## config.mk

```make
export PLATFORM = sky130hd
export DESIGN_NAME = arm_extreme_balancer
export DESIGN_NICKNAME = d
export VERILOG_FILES = /design/src/rtl/bal_pkg.sv /design/src/rtl/bal_extreme_scan.sv /design/src/rtl/bal_spread_ctrl.sv /design/src/rtl/bal_edge_hold.sv /design/src/rtl/arm_extreme_balancer.sv
export SDC_FILE = /design/constraint.sdc
export NUM_CORES = 1
export LEC_CHECK = 0
export BUFFER_PORTS_ARGS = -buffer_cell sky130_fd_sc_hd__buf_2
export CAP_MARGIN = 20
export CORE_MARGIN = 2
export CORE_UTILIZATION = 40
export DETAILED_ROUTE_END_ITERATION = 10
export PLACE_DENSITY_LB_ADDON = 0.08
export SYNTH_ARGS = -nofsm -noshare
export SYNTH_HDL_FRONTEND = slang
export SYNTH_HIERARCHICAL = 1
export SYNTH_SLANG_ARGS = --single-unit
export TNS_END_PERCENT = 10
```

## constraint.sdc

```tcl
create_clock -name clk -period 9.9 [get_ports clk]
set_clock_uncertainty 0.1 [all_clocks]
set_input_delay 0.99 -clock clk [delete_from_list [all_inputs] [get_ports clk]]
set_output_delay 0.99 -clock clk [all_outputs]
set_load 0.02 [all_outputs]
```

## src/rtl/bal_pkg.sv

```systemverilog
package bal_pkg;

    // Per-cell adjustment selected at each period boundary
    typedef enum logic [1:0] {
        ADJ_NONE = 2'd0,
        ADJ_RISE = 2'd1,
        ADJ_FALL = 2'd2
    } adj_e;

    // Proportional law with right shift and clamp
    function automatic int unsigned p_law(input int unsigned err,
                                          input int unsigned kp,
                                          input int unsigned sh,
                                          input int unsigned lim);
        int unsigned prod;
        prod = (err * kp) >> sh;
        return (prod > lim) ? lim : prod;
    endfunction

    // Role of one cell given the scan result and current sign
    function automatic adj_e pick_role(input logic is_hi,
                                       input logic is_lo,
                                       input logic spread_nz,
                                       input logic neg);
        if (!spread_nz)  return ADJ_NONE;
        if (is_hi)       return neg ? ADJ_FALL : ADJ_RISE;
        if (is_lo)       return neg ? ADJ_RISE : ADJ_FALL;
        return ADJ_NONE;
    endfunction

endpackage

```

## src/rtl/bal_extreme_scan.sv

```systemverilog
module bal_extreme_scan #(
    parameter int N  = 4,
    parameter int VW = 12,
    parameter int IW = 2
) (
    input  logic [N*VW-1:0] cell_v,
    output logic [IW-1:0]   hi_idx,
    output logic [IW-1:0]   lo_idx,
    output logic [VW-1:0]   spread
);
    logic [VW-1:0] vmax, vmin;

    // Single linear pass; strict compares keep the lowest index on ties
    always_comb begin
        vmax   = cell_v[VW-1:0];
        vmin   = cell_v[VW-1:0];
        hi_idx = '0;
        lo_idx = '0;
        for (int k = 1; k < N; k++) begin
            if (cell_v[k*VW +: VW] > vmax) begin
                vmax   = cell_v[k*VW +: VW];
                hi_idx = IW'(k);
            end
            if (cell_v[k*VW +: VW] < vmin) begin
                vmin   = cell_v[k*VW +: VW];
                lo_idx = IW'(k);
            end
        end
        spread = vmax - vmin;
    end
endmodule

```

## src/rtl/bal_spread_ctrl.sv

```systemverilog
module bal_spread_ctrl
    import bal_pkg::*;
#(
    parameter int N    = 4,
    parameter int VW   = 12,
    parameter int DW   = 4,
    parameter int KP   = 1,
    parameter int KSH  = 2,
    parameter int DMAX = 10
) (
    input  logic          clk,
    input  logic          rst,
    input  logic          period_start,
    input  logic [VW-1:0] spread,
    output logic [DW-1:0] delay
);
    localparam int PCW = (N > 1) ? $clog2(N) : 1;

    logic [PCW-1:0] pc_q;
    logic [DW-1:0]  delay_q;
    logic [DW-1:0]  delay_new;

    assign delay_new = DW'(p_law(32'(spread), KP, KSH, DMAX));
    assign delay     = delay_q;

    always_ff @(posedge clk) begin
        if (rst) begin
            pc_q    <= '0;
            delay_q <= '0;
        end else if (period_start) begin
            if (pc_q == PCW'(N - 1)) begin
                pc_q    <= '0;
                delay_q <= delay_new;
            end else begin
                pc_q <= pc_q + PCW'(1);
            end
        end
    end


    delay_cap_chk: assert property (@(posedge clk) disable iff (rst)
        delay_q <= DW'(DMAX));


    delay_hold_chk: assert property (@(posedge clk) disable iff (rst)
        !period_start |=> $stable(delay_q));


    pc_range_chk: assert property (@(posedge clk) disable iff (rst)
        pc_q <= PCW'(N - 1));
endmodule

```

## src/rtl/bal_edge_hold.sv

```systemverilog
module bal_edge_hold
    import bal_pkg::*;
#(
    parameter int DW   = 4,
    parameter int DMAX = 10
) (
    input  logic          clk,
    input  logic          rst,
    input  adj_e          mode,
    input  logic [DW-1:0] delay,
    input  logic          gin,
    output logic          gout
);
    logic [DW-1:0] cnt_q;
    logic          out_q;
    logic          tgt_edge;

    assign gout     = out_q;
    assign tgt_edge = (mode == ADJ_RISE && gin) || (mode == ADJ_FALL && !gin);

    always_ff @(posedge clk) begin
        if (rst) begin
            out_q <= 1'b0;
            cnt_q <= '0;
        end else if (mode == ADJ_NONE) begin
            out_q <= gin;
            cnt_q <= '0;
        end else if (cnt_q != '0) begin
            if (gin == out_q) begin
                cnt_q <= '0;                 // input came back: drop change
            end else begin
                cnt_q <= cnt_q - DW'(1);
                if (cnt_q == DW'(1)) out_q <= gin;
            end
        end else if (gin != out_q) begin
            if (tgt_edge && delay != '0) cnt_q <= delay;
            else                         out_q <= gin;
        end
    end


    copy_only_chk: assert property (@(posedge clk) disable iff (rst)
        (out_q != $past(out_q)) |-> (out_q == $past(gin)));


    pass_through_chk: assert property (@(posedge clk) disable iff (rst)
        (mode == ADJ_NONE) |=> (out_q == $past(gin)));


    hold_cap_chk: assert property (@(posedge clk) disable iff (rst)
        cnt_q <= DW'(DMAX));


    drop_chk: assert property (@(posedge clk) disable iff (rst)
        (mode != ADJ_NONE && cnt_q != '0 && gin == out_q) |=> (cnt_q == '0 && $stable(out_q)));
endmodule

```

## src/rtl/arm_extreme_balancer.sv

```systemverilog
module arm_extreme_balancer
    import bal_pkg::*;
#(
    parameter int N            = 4,
    parameter int VW           = 12,
    parameter int PERIOD_TICKS = 100,
    parameter int CAP_PCT      = 10,
    parameter int KP           = 1,
    parameter int KSH          = 2
) (
    input  logic          clk,
    input  logic          rst,
    input  logic          period_start,
    input  logic          current_neg,
    input  logic [N*VW-1:0] cell_v,
    input  logic [N-1:0]  gate_in,
    output logic [N-1:0]  gate_out
);
    localparam int DMAX = PERIOD_TICKS * CAP_PCT / 100;
    localparam int DW   = $clog2(DMAX + 1);
    localparam int IW   = (N > 1) ? $clog2(N) : 1;

    typedef struct packed {
        logic [IW-1:0] hi;
        logic [IW-1:0] lo;
        logic [VW-1:0] spread;
    } scan_t;

    scan_t         scan;
    logic [DW-1:0] delay;
    adj_e          mode_q [N];
    logic [N-1:0]  rise_vec, fall_vec;

    bal_extreme_scan #(.N(N), .VW(VW), .IW(IW)) u_scan (
        .cell_v (cell_v),
        .hi_idx (scan.hi),
        .lo_idx (scan.lo),
        .spread (scan.spread)
    );

    bal_spread_ctrl #(.N(N), .VW(VW), .DW(DW), .KP(KP), .KSH(KSH), .DMAX(DMAX)) u_ctrl (
        .clk          (clk),
        .rst          (rst),
        .period_start (period_start),
        .spread       (scan.spread),
        .delay        (delay)
    );

    generate
        for (genvar k = 0; k < N; k++) begin : g_cell
            always_ff @(posedge clk) begin
                if (rst) begin
                    mode_q[k] <= ADJ_NONE;
                end else if (period_start) begin
                    mode_q[k] <= pick_role(scan.hi == IW'(k), scan.lo == IW'(k),
                                           scan.spread != '0, current_neg);
                end
            end

            assign rise_vec[k] = (mode_q[k] == ADJ_RISE);
            assign fall_vec[k] = (mode_q[k] == ADJ_FALL);

            bal_edge_hold #(.DW(DW), .DMAX(DMAX)) u_hold (
                .clk   (clk),
                .rst   (rst),
                .mode  (mode_q[k]),
                .delay (delay),
                .gin   (gate_in[k]),
                .gout  (gate_out[k])
            );
        end
    endgenerate


    one_rise_chk: assert property (@(posedge clk) disable iff (rst)
        $onehot0(rise_vec));


    one_fall_chk: assert property (@(posedge clk) disable iff (rst)
        $onehot0(fall_vec));


    flat_idle_chk: assert property (@(posedge clk) disable iff (rst)
        (period_start && scan.spread == '0) |=> (rise_vec == '0 && fall_vec == '0));


    pair_chk: assert property (@(posedge clk) disable iff (rst)
        $countones(rise_vec) == $countones(fall_vec));
endmodule

```

Yosys cells after proc, flatten, opt, wreduce, memory -nomap -nowiden
Memories as Yosys holds them, arrays and structs flattened.
Index checks and enable logic that the tools add are counted.
- latch bits: 0
- output and inout port bits: 4
- bits in writable memories: 8
- input port bits: 56
- memories kept: 1
- logic and storage cells: 257
- memory bits (read-only): 0
- bits in registers: 26
- multiply operators: 0
- shifts and indexed selects: 0
- divide/modulo/power cells: 0
- multiplexer cells: 133
- equality and inequality tests: 39
- add/subtract/negate cells: 6
- magnitude comparators: 7
- reduce and logical (&&, ||, !) cells: 57
- bitwise operators: 4
- memories (name ; depth ; width ; read ports ; clocked after memory_dff ; wr ports ; RTL line ; RTL):
    mode_q ; 4 ; 2 ; 4 ; 0 ; 4 ; arm_extreme_balancer.sv:31 ; adj_e mode_q [N];
- operators with widths (cell ; number):
    2-to-1 mux 2 bit ; 40
    2-to-1 mux 12 bit ; 6
    2-to-1 mux 1 bit ; 70
    2-to-1 mux 4 bit ; 17
    > comparator 12 bit ; 3
    less-than comparator 12 bit ; 3
    inequality test 3 x 2 -> 1 bit, second input constant ; 8
    nonzero test 4 bit ; 5
    equality test 2 bit, second input constant ; 9
    equality test 4 x 1 -> 1 bit, second input constant ; 4
    AND reduction 4 bit ; 4
    nonzero test 2 bit ; 8
    subtractor 4 x 1 -> 4 bit, second input constant ; 4
    equality test 2 x 1 -> 1 bit, second input constant ; 6
    logical AND 1 bit ; 12
    zero test 2 bit ; 6
    inequality test 3 x 1 -> 1 bit, second input constant ; 4
    nonzero test 12 bit ; 1
    nonzero test 3 bit ; 4
    subtractor 12 bit ; 1
    > comparator 10 x 4 -> 1 bit, second input constant ; 1
    AND reduction 2 bit ; 5
    OR reduction 2 bit ; 4
    equality test 1 bit ; 4
    5 further kinds ; 17

Longest topological paths before layout
Gate-level depths: netlist of the first run.
- depth after elaboration: 24
- depth in mapped cells: 49
- mapped depth without buffers: 43

By module
The synthesis of the first run kept the hierarchy.
- by module, submodules not included (module ; cells each ; sequential area each (µm²) ; area each (µm²) ; instances):
    bal_extreme_scan ; 411 ; 0.0 ; 2840.2 ; 1
    bal_edge_hold ; 45 ; 100.1 ; 377.9 ; 4
    arm_extreme_balancer ; 41 ; 240.2 ; 483.0 ; 1
    bal_spread_ctrl ; 28 ; 120.1 ; 284.0 ; 1

Worst setup path before layout of the first run
OpenSTA, ideal clock, no wires.
- path kind: input to register
- start point: input port cell_v[5]
- end point: memory mode_q[2][0] (netlist bit), data pin
- buffers on the path: 6
- data required time: 9.597 ns
- slack: 0.144 ns
- library setup time: 0.203 ns
- stages: 42
- arrival time: 9.453 ns
- path through: inv_1 > ha_1 > a21oi_1 > o21a_1 > or2_2 > clkbuf_1 > nand2_1 > buf_1 > mux2i_1 > ha_1 > a211oi_1 > o21bai_1 > a221o_1 > a21oi_1 > clkbuf_1 > mux2i_1 > ha_1 > a21o_1 > (+6 left out) > clkbuf_1 > a21oi_1 > ha_1 > nor2b_1 > o21ai_0 > a21boi_0 > o21ai_0 > a21boi_0 > o21ai_0 > nand2b_1 > a21o_1 > a21oi_1 > o21ai_0 > xnor2_1 > nor4_1 > and3_1 > buf_6 > a2111oi_1
- RTL lines (item ; RTL line ; RTL):
    start: declaration ; arm_extreme_balancer.sv:15 ; input logic [N*VW-1:0] cell_v,
    end: declaration ; arm_extreme_balancer.sv:31 ;

==> results of run 1 <==
[sequential cells by signal (all words and copies together), names as in the netlist]
signal and count:
mode_q 8, g_cell.u_hold/gout 4, g_cell.u_hold/cnt_q 16, u_ctrl/delay 4
u_ctrl/pc_q 2
[power groups by stage]
stage          sequential (mW)  combinational [mW]  clock [mW]
3_5_place_dp             0.156               0.570           0
5_1_grt                  0.153               0.662       0.154
3_3_place_gp             0.155               0.563           0
2_1_floorplan            0.156               0.399           0
4_1_cts                  0.153               0.574       0.148
6_report                 0.153               0.586       0.145
[routing by layer]
layer  share of wire [%]  up-vias
met5                   0        -
met4                 1.8        0
met3                 2.6       17
met2                  52       76
met1                  44     2294
li1                    -     2590
[logic make-up (layout without fill, tap and decap cells)]
group / Yosys count / in the layout
simple gates: 212 / 212
compound gates: 191 / 191
fa+ha+maj: 81 / 81
buf+inv: 77 / 152
mux: 45 / 45
flops: 34 / 34
xor+xnor: 20 / 20
[through the flow]
step | power, mW | worst slack [ns] | util, %
after floorplan | 0.555 | 0.144 | -
after global placement | 0.719 | -0.0498 | 45.5
after detailed placement | 0.726 | -0.128 | 45.5
after CTS | 0.875 | 0.125 | 46.6
after global routing | 0.969 | -0.00595 | 47.3
final | 0.884 | 0.645 | 47.3
[synth_stat cells (5+ instances only)]
cell type and count:
a211oi_1 10, a21o_1 12, a21oi_1 67, a221oi_2 5, a31oi_1 11, clkbuf_1 8, dfxtp_1 26, edfxtp_1 8
ha_1 80, inv_1 62, mux2i_1 43, nand2_1 52, nand2b_1 10, nand3_1 16, nand4_1 9, nor2_1 49
nor2b_1 10, nor3_1 16, nor4_1 10, o21a_1 8, o21ai_0 33, or3_1 8, xnor2_1 14, xor2_1 6
[worst min-delay path by stage]
stage,start,endpoint
2_1_floorplan,u_ctrl/pc_q[1]$_SDFFE_PP0P_,u_ctrl/pc_q[1]$_SDFFE_PP0P_
3_3_place_gp,u_ctrl/pc_q[1]$_SDFFE_PP0P_,u_ctrl/pc_q[1]$_SDFFE_PP0P_
3_5_place_dp,g_cell[3].u_hold/gout$_SDFFE_PP0P_,g_cell[3].u_hold/gout$_SDFFE_PP0P_
4_1_cts,g_cell[3].u_hold/gout$_SDFFE_PP0P_,g_cell[3].u_hold/gout$_SDFFE_PP0P_
5_1_grt,g_cell[0].u_hold/gout$_SDFFE_PP0P_,g_cell[0].u_hold/gout$_SDFFE_PP0P_
6_report,g_cell[0].u_hold/gout$_SDFFE_PP0P_,g_cell[0].u_hold/gout$_SDFFE_PP0P_
[what timing repair did]
action                                  4_1_cts  5_1_grt
gates resized for setup                       0       18
endpoints found under the setup margin        0       12
buffers inserted                              0        3
[final cells by class]
type | instances | area [µm²]
Inverter | 63 | 236
Tap cell | 172 | 215
Fill cell | 1282 | 6630
Sequential cell | 34 | 761
Clock buffer | 6 | 129
Multi-Input combinational cell | 549 | 4120
Clock inverter | 2 | 8.76
Timing Repair Buffer | 81 | 473
[tightest hold or removal path: stages (launching register included)]
cell and delay [ns]:
dfxtp_1 0.33, nand2b_1 0.07, mux2i_1 0.06
==> impl_metrics.ini, run 1 <==
[synthesis]
yosysTopAreaCellShare_pct = 19.6
yosysSeqAreaShare_pct = 14.9
netlist_instances = 660
synth_compound_area_share_pct = 25.3
ys_ff_latch = 34
yosysTopAreaCell = ha_1
synth-async-reset-ratio_pct = 0
syn-num-nets = 797
synth.cell_area_um2 = 5120
synth_top_family_by_area = compound AO/OA/AOI/OAI gates
synth_mux_area_share_pct = 8.85
yosys-top-cells-area = ha_1 (20%), dfxtp_1 (10%), mux2i_1 (8.4%)
synthSimpleGateAreaFrac_pct = 21.6
ys_warn_count = 6
synth_xor_area_share_pct = 3.42
avgSynthCellArea_um2 = 7.76
ys.flop_type = dfxtp_1
synth_edf_count = 8
synthAdderAreaFrac_pct = 19.9
synth.distinct_cells = 70

[critical_path]
crit_top_cell = a21oi_1
startpoint_type = input port
timing.rr.end = g_cell[3].u_hold/cnt_q[0]$_SDFFE_PP0P_
r2r_start = mode_q[3][0]$_SDFFCE_PN0P_
critical_path.endpoint = mode_q[1][0]$_SDFFCE_PN0P_
critPathMaxFanout = 15
cp.arrival_ns = 9.23
crit_required_ns = 9.88
r2r_slack_ns = 8.16
crit_path_end_kind = register
crit_family = compound AO/OA/AOI/OAI gates
cp_slowest_stage_delay_ns = 0.40
path_depth = 46
r2r_cells = 4
crit_start = cell_v[3]
worstSetupPathType = input port to register
cpMaxStageDelayCell = o31a_1
path_buf_inv = 6

[global_routing]
grtUsageTotal_pct = 20.6
use_met2_pct = 39.9
grt_busiest_layer = met2
grt.overflow.total = 0
grt_max_degree = 27
met1_usage_pct = 24.3
grt_pass1_vias = 4772
grt_pass1_wl_um = 22500
grtUsageMet3_pct = 1.34
grt_antenna_before_repair = 0

[sta]
period_needed_ns = 9.25
drv_slew = 0
fin_setup_tns_ns = 0
timing.fmax_ghz = 0.108
setup_viol = 0
hold_violations = 0
whs_ns = 0.402
timing.slew.headroom_pct = 50.6
period_share_pct = 93.5
worst-slew-pin-transition_ns = 0.733

[routing]
wire_per_inst_um = 14.9
vias = 4977
drt-pass1-iter-count = 4
wirelength_um = 13600
drt-initial-drc-count = 215
ant_nets = 0
drc_errors = 0
vias_per_cell = 5.49

[power]
powerDensity_nw_per_um2 = 149
p_comb_share_pct = 66.3
swShare_pct = 43.8
p_leak_nw = 2.63
pwr-share-seq_pct = 17.3
pwr-share-clk_pct = 16.4
p_switching_mw = 0.387
power.internal_mw = 0.497
peakVddDrop_uv = 71.4

[cts]
clk_pin_slew_ns = 0.05
cts_buffers = 5
insertion_delay_ns = 0.27
clock-root-buffer = clkbuf_16
h-tree-depth = 2
cts_tree = yes
clock_path_buffers = 2
holdBufCountCts = 0
cts_num_sinks = 34

[placed_design]
dp.cells = 896
gp_congestion = 0.832
place_area_um2 = 5720
port-buffer-count = 59
hpwlAfterDp_um = 11500

[job]
maxCapViolCount = 0

[floorplan]
ios = 60
coreArea_um2 = 12600
num_rows = 41
die_h_um = 117
die_x_um = 117
initial_utilization_pct = 40.7
die_area_um2 = 13700

[layout]
layout_commonest_cell = ha_1
layout-drive-gt1-share_pct = 17.7
layoutNonFillerInstCount = 907
mostFrequentLayoutCells = ha_1 (80), a21oi_1 (64), inv_1 (62)
stdcell_area_um2 = 5940
fin_nets = 871
area_delta_synth_final_pct = 16.0
antenna_cells = 0

[hold_path]
hold_path_depth = 2
hold_class = register to register

[run_status]
status = finished clean
(Power assumes the default switching activity.)
==> run 2: changes to the inputs <==
CTS_CLUSTER_SIZE = 14   (was default)
PLACE_DENSITY = 0.71   (was default)
PLACE_DENSITY_LB_ADDON = default   (was 0.08)
==> impl_metrics.ini, run 2 (synthesized netlist as in run 1, its figures left out) <==
[run_status]
status = finished clean

[sta]
period_share_pct = 92.7
timing.slew.headroom_pct = 57.1
period_needed_ns = 9.18
rsz0062_at_grt = false
setup_viol = 0
worst-slew-pin-transition_ns = 0.637
drv_slew = 0
hold_violations = 0
fin_setup_tns_ns = 0
whs_ns = 0.397
timing.fmax_ghz = 0.109

[routing]
vias_per_cell = 5.58
vias = 5046
wire_per_inst_um = 14.5
drc_errors = 0
drt-pass1-iter-count = 5
drt-initial-drc-count = 326
ant_nets = 0
wirelength_um = 13200

[cts]
h-tree-depth = 2
cts_buffers = 5
clock-root-buffer = clkbuf_16
holdBufCountCts = 0
clock_path_buffers = 2
clk_pin_slew_ns = 0.06
cts_tree = yes
insertion_delay_ns = 0.28
cts_num_sinks = 34

[placed_design]
place_area_um2 = 5710
gp_congestion = 0.938
hpwlAfterDp_um = 10700
port-buffer-count = 59

[critical_path]
r2r_slack_ns = 8.10
crit_path_end_kind = register
cp_slowest_stage_delay_ns = 0.45
timing.rr.end = g_cell[2].u_hold/cnt_q[0]$_SDFFE_PP0P_
cpMaxStageDelayCell = o31a_1
worstSetupPathType = input port to register
cp.arrival_ns = 9.16
crit_start = cell_v[11]
startpoint_type = input port
r2r_cells = 4
critical_path.endpoint = mode_q[3][0]$_SDFFCE_PN0P_
crit_required_ns = 9.87
critPathMaxFanout = 14
r2r_start = u_ctrl/delay[0]$_SDFFE_PP0P_

[global_routing]
grt_max_degree = 27
grt_antenna_before_repair = 0
grt_pass1_wl_um = 22100
grt_pass1_vias = 4793
grt.overflow.total = 0
grtUsageTotal_pct = 19.7

[floorplan]
die_area_um2 = 13700
coreArea_um2 = 12600
num_rows = 41
initial_utilization_pct = 40.7
die_x_um = 117
die_h_um = 117
ios = 60

[layout]
seq_area_um2 = 761
antenna_cells = 0
mostFrequentLayoutCells = ha_1 (80), a21oi_1 (67), inv_1 (62)
regMostFlops = g_cell.u_hold/cnt_q
layout_commonest_cell = ha_1
fill_cells = 1261
largest_reg_flops = 16
top_regs = g_cell.u_hold/cnt_q (16), mode_q (8)
area_delta_synth_final_pct = 15.6
final_util_pct = 47.1
fin_nets = 869
stdcell_area_um2 = 5920
layout-drive-gt1-share_pct = 17.1
multiInputGateArea_um2 = 4080

[power]
p_leak_nw = 2.63
total_power_mw = 0.889
powerDensity_nw_per_um2 = 150
peakVddDrop_uv = 87.3

[job]
maxCapViolCount = 0

[hold_path]
hold_class = register to register
hold_path_depth = 2
==> run 2: cell types whose count changed in the layout (fill, tap and decap cells not counted), moves of 2 or more <==
cell        previous run  this run
a2111oi_1              4         1
a21oi_1               64        67
a2111oi_2              4         6
a21oi_4                2         0
buf_4                 21        19
clkinvlp_4             0         2
mux2i_1               40        42
mux2i_2                3         1
==> run 2: power by group <==
part / switching (mW) / internal [mW]
Combinational: 0.322 / 0.236
Clock: 0.0598 / 0.119
Sequential: 0.00423 / 0.148
Total: 0.386 / 0.503
==> run 2: worst max-delay path: cells and delay by family <==
| kind | cells | cell delay (ns) |
|---|---|---|
| fa+ha+maj | 4 | 1.23 |
| mux | 2 | 0.65 |
| buf+inv | 3 | 0.40 |
| compound gates | 21 | 4.59 |
| xor+xnor | 1 | 0.21 |
| simple gates | 7 | 1.10 |
==> run 2: metal layers <==
layer	global-route usage [%]	vias to the layer above	share of wire (%)
li1	-	2580	-
met1	26.1	2318	47
met2	34.7	130	47
met3	1.44	18	4.2
met4	4.94	0	1.7
met5	0	-	0
==> run 2: worst min-delay path by stage <==
stage,start,endpoint
2_1_floorplan,u_ctrl/pc_q[1]$_SDFFE_PP0P_,u_ctrl/pc_q[1]$_SDFFE_PP0P_
3_3_place_gp,u_ctrl/pc_q[1]$_SDFFE_PP0P_,u_ctrl/pc_q[1]$_SDFFE_PP0P_
3_5_place_dp,g_cell[0].u_hold/gout$_SDFFE_PP0P_,g_cell[0].u_hold/gout$_SDFFE_PP0P_
4_1_cts,g_cell[0].u_hold/gout$_SDFFE_PP0P_,g_cell[0].u_hold/gout$_SDFFE_PP0P_
5_1_grt,g_cell[0].u_hold/gout$_SDFFE_PP0P_,g_cell[0].u_hold/gout$_SDFFE_PP0P_
6_report,g_cell[0].u_hold/gout$_SDFFE_PP0P_,g_cell[0].u_hold/gout$_SDFFE_PP0P_
==> run 2: layout make-up <==
type                    count  share of cell area, %
inverters                  63                   4.00
flip-flops and latches     34                   12.9
repair buffers             79                   7.74
clock buffers               5                   2.12
well taps                 172                   3.64
clock inverters             3                  0.761
multi-input cells         549                   68.9
==> run 2: repair_timing <==
| action | in CTS | in global routing |
|---|---|---|
| resized for setup | 0 | 9 |
| buffers inserted | 0 | 2 |
| endpoints found under the setup margin | 0 | 12 |
==> run 2: stage by stage <==
stage | std cells | worst slack [ns]
finish | 905 | 0.718
global placement | 895 | 0.288
floorplan | 660 | 0.144
CTS | 903 | 0.289
global route | 905 | 0.0669
detailed placement | 895 | 0.0625
